===== config.mk =====
export PLATFORM = sky130hd
export DESIGN_NAME = bcd_digit_sub
export DESIGN_NICKNAME = d
export VERILOG_FILES = /design/src/rtl/bcd_digit_sub.sv
export SDC_FILE = /design/constraint.sdc
export NUM_CORES = 1
export LEC_CHECK = 0
export ABC_AREA = 1
export BUFFER_PORTS_ARGS = -buffer_cell sky130_fd_sc_hd__buf_2
export CORE_AREA = 2 2 39 41
export DETAILED_ROUTE_END_ITERATION = 16
export DIE_AREA = 0 0 41 43
export GPL_TIMING_DRIVEN = 0
export PLACE_DENSITY = 0.62
export RECOVER_POWER = 50
export REMOVE_ABC_BUFFERS = 1
export SYNTH_ARGS = -nofsm -noshare
export SYNTH_HDL_FRONTEND = slang
export SYNTH_SLANG_ARGS = --single-unit
export TNS_END_PERCENT = 1

===== constraint.sdc =====
create_clock -name vclk -period 3.1
set_clock_uncertainty 0.15 [all_clocks]
set_input_delay 0.155 -clock vclk [all_inputs]
set_output_delay 0.155 -clock vclk [all_outputs]
set_load 0.03 [all_outputs]

===== src/rtl/bcd_digit_sub.sv =====
module bcd_digit_sub #(
  parameter int W = 4
) (
  input  logic [W-1:0] minuend,
  input  logic [W-1:0] subtrahend,
  output logic         sign,
  output logic [W-1:0] mag
);

  localparam logic [W-1:0] TEN = W'(10);
  localparam logic [W-1:0] SIX = W'(6);

  // nine's complement: invert, add ten, drop carry
  logic [W-1:0] inv_sub, nc;
  assign inv_sub = ~subtrahend;
  assign nc      = inv_sub + TEN;

  // decimal adder, first level: ripple full adders
  logic [W-1:0] addend, bsum, prop;
  logic [W:0]   rc;
  assign addend = {nc[W-1:1], 1'b0};
  assign rc[0]  = nc[0];

  for (genvar i = 0; i < W; i++) begin : g_fa
    assign prop[i]  = minuend[i] ^ addend[i];
    assign bsum[i]  = prop[i] ^ rc[i];
    assign rc[i+1]  = (minuend[i] & addend[i]) | (prop[i] & rc[i]);
  end

  logic blk_p, dcarry;
  assign blk_p  = &prop;
  assign dcarry = (blk_p & rc[0]) | rc[W] | (bsum[3] & (bsum[2] | bsum[1]));

  // second level: add six when a decimal carry occurred
  logic [W-1:0] dsum;
  assign dsum = bsum + (dcarry ? SIX : '0);

  // correction: end-around carry or recomplement
  logic         ndc;
  logic [W-1:0] cor_a, cor_b, res;
  assign ndc   = ~dcarry;
  assign cor_a = dsum ^ {W{ndc}};
  assign cor_b = {ndc, 1'b0, ndc, 1'b0};
  assign res   = cor_a + cor_b + W'(dcarry);

  assign mag  = res;
  assign sign = ndc & (|res);

endmodule


==> results by group <==
Outcome
  • Outcome: finished, violations left
  • Failing checks: negative setup slack

Cells and area
  • Net count, final: 96
  • Clkbuf count: 0
  • Antenna Cells: 0
  • Fill cell count: 146
  • Layout cells sized above 1: 0.622
  • Storage element area: 0 um^2
  • Area Growth Syn to Fin: 53.4%
  • Footprint of the multi-input gates: 428 um^2
  • Sequential cells: 0
  • Core Util, Final: 0.473

STA
  • Hold Vio Cnt, Final: 0
  • Worst Max-Slew Pin Slew: 0.359 ns
  • Min cycle time layout: 3.44 ns
  • RSZ-0062 raised after global routing: yes
  • Period utilisation layout: 1.11
  • Fin Setup TNS: -0.748 ns
  • Slew Limit Headroom: 0.762
  • Final setup fails: 3
  • Slew Limit Fails: 0
  • F_max: 291 MHz
  • Final WS setup: -0.337 ns

Placed design
  • GP Congestion: 0.711
  • Pre-CTS WS: -0.647 ns
  • PortBufs: 13
  • Detail Placement HPWL: 658 um

Clock network
  • Hold-fix buffers at CTS: 0

Setup path
  • Worst setup EP type: output port
  • Kind of critical path: in -> out
  • Critical path required time: 2.79 ns
  • CP Max Fanout: 3
  • Worst EP arrival: 3.13 ns
  • CP Launch Type: primary input

Power and ir drop
  • Leakage: 0.329 nW
  • Tot Pwr: 455 uW
  • Power Density: 695 nW/um^2
  • VDD IR-drop max: 0.226 mV

Routing
  • Via count: 415
  • Drt drc: 0
  • Post-Route WL: 907 um
  • Wirelength per Cell: 10.1 um
  • DR pass1 iterations: 4
  • Post-route ant nets: 0
  • DRT iter0 DRCs: 7
  • DR vias/cell: 4.61

Yosys
  • Synth warn: 0
  • Synthesized area: 427 um^2
  • Gate Count Post-Synth: 57
  • Synth unique cells: 15
  • Sequential area share after synthesis: 0
  • Synth top cells by count: inv_1 (16), nand2_1 (8), ha_1 (7)
  • Area contributors post-synth: fa_1 (23%), ha_1 (21%), inv_1 (14%)
  • Top cell type's share of synthesized area: 0.235
  • Yosys top cell by area: fa_1
  • Average size of a mapped cell: 7.49 um^2
  • Count leader, synth: inv_1

GRT
  • Largest net degree at the start of global routing: 7
  • Initial antenna violation count: 0
  • Overflow after GRT: 0
  • GR Util All Layers: 0.123
  • First-pass GRT wire length: 1560 um
  • Number of global-route vias before repair: 419

Floorplanning
  • Row count: 14
  • Core area: 1380 um^2
  • Initial core utilization: 0.308
  • Die Area: 1760 um^2
  • DIE WIDTH: 41 um
  • Die height: 43 um
  • I/O pin cnt: 13

Job
  • Max-Cap Viols: 0

Hold path
  • WHS Endpoint: mag[0]
  • HP Start: minuend[0]
  • Hold path cells: 4
  • Worst min-delay path category: in -> out
[worst max path at each step]
stage / start / end / slack (ns) / cells after the start
3_5_place_dp: minuend[0] / sign / -0.65 / 19
2_1_floorplan: subtrahend[0] / sign / -0.48 / 18
3_3_place_gp: minuend[0] / sign / -0.62 / 19
6_report: minuend[0] / sign / -0.34 / 19
5_1_grt: subtrahend[0] / sign / -0.48 / 20
4_1_cts: subtrahend[0] / sign / -0.45 / 20
[per-stage QoR]
step | instances | hold slack, ns | cell area [um^2]
floorplan | 57 | 0.478 | 427
global placement | 86 | 0.686 | 512
detailed placement | 86 | 0.682 | 512
CTS | 90 | 0.583 | 623
global route | 90 | 0.656 | 654
finish | 90 | 0.621 | 654
[area by class of cell]
type / count / area share
multi-input cells: 40 / 0.654
repair buffers: 17 / 0.207
inverters: 17 / 0.109
well taps: 16 / 0.0306
[critical path: stages]
cell,delay [ns]
buf_6,0.10
ha_4,0.14
inv_2,0.04
fa_2,0.18
inv_2,0.03
fa_2,0.34
fa_2,0.57
a21oi_4,0.07
nand2_4,0.08
buf_6,0.12
inv_4,0.03
fa_2,0.61
inv_2,0.07
nand3_2,0.09
nand3_2,0.07
nand3_2,0.08
nand2_2,0.07
a21oi_2,0.13
buf_6,0.14
[layer usage]
layer  up-vias  GRT usage  wire length (um)
met2        13      0.259               545
met1       197      0.123               324
met5         -          0                 0
met4         0          0                 0
met3         0    0.00524                37
li1        205          -                 -
[cells in the final DEF (no fill, tap or decap), drive strengths merged]
master / synthesis / final
nand4: 1 / 1
xor2: 2 / 2
fa: 5 / 5
nor2: 2 / 2
nand3: 8 / 8
buf: 0 / 16
inv: 17 / 17
clkbuf: 0 / 1
nand2: 13 / 13
ha: 7 / 7
a21oi: 2 / 2
[power by group]
group	internal (mW)	total (mW)	switching (mW)
combinational	0.191	0.455	0.264
clock	0	0	0
sequential	0	0	0
[timing repair]
action,4_1_cts,5_1_grt
setup buffers,4,0
endpoints found under the setup margin,3,4
gates resized for setup,25,10
pin swaps,13,13
[logic make-up (layout without fill, tap and decap cells)]
logic type      after synthesis  after routing  synth area share
fa+ha+maj                    12             12             0.440
buf+inv                      17             34             0.150
simple gates                 24             24             0.311
compound gates                2              2            0.0587
xor+xnor                      2              2            0.0411
Power figures use the tool's default switching activity.
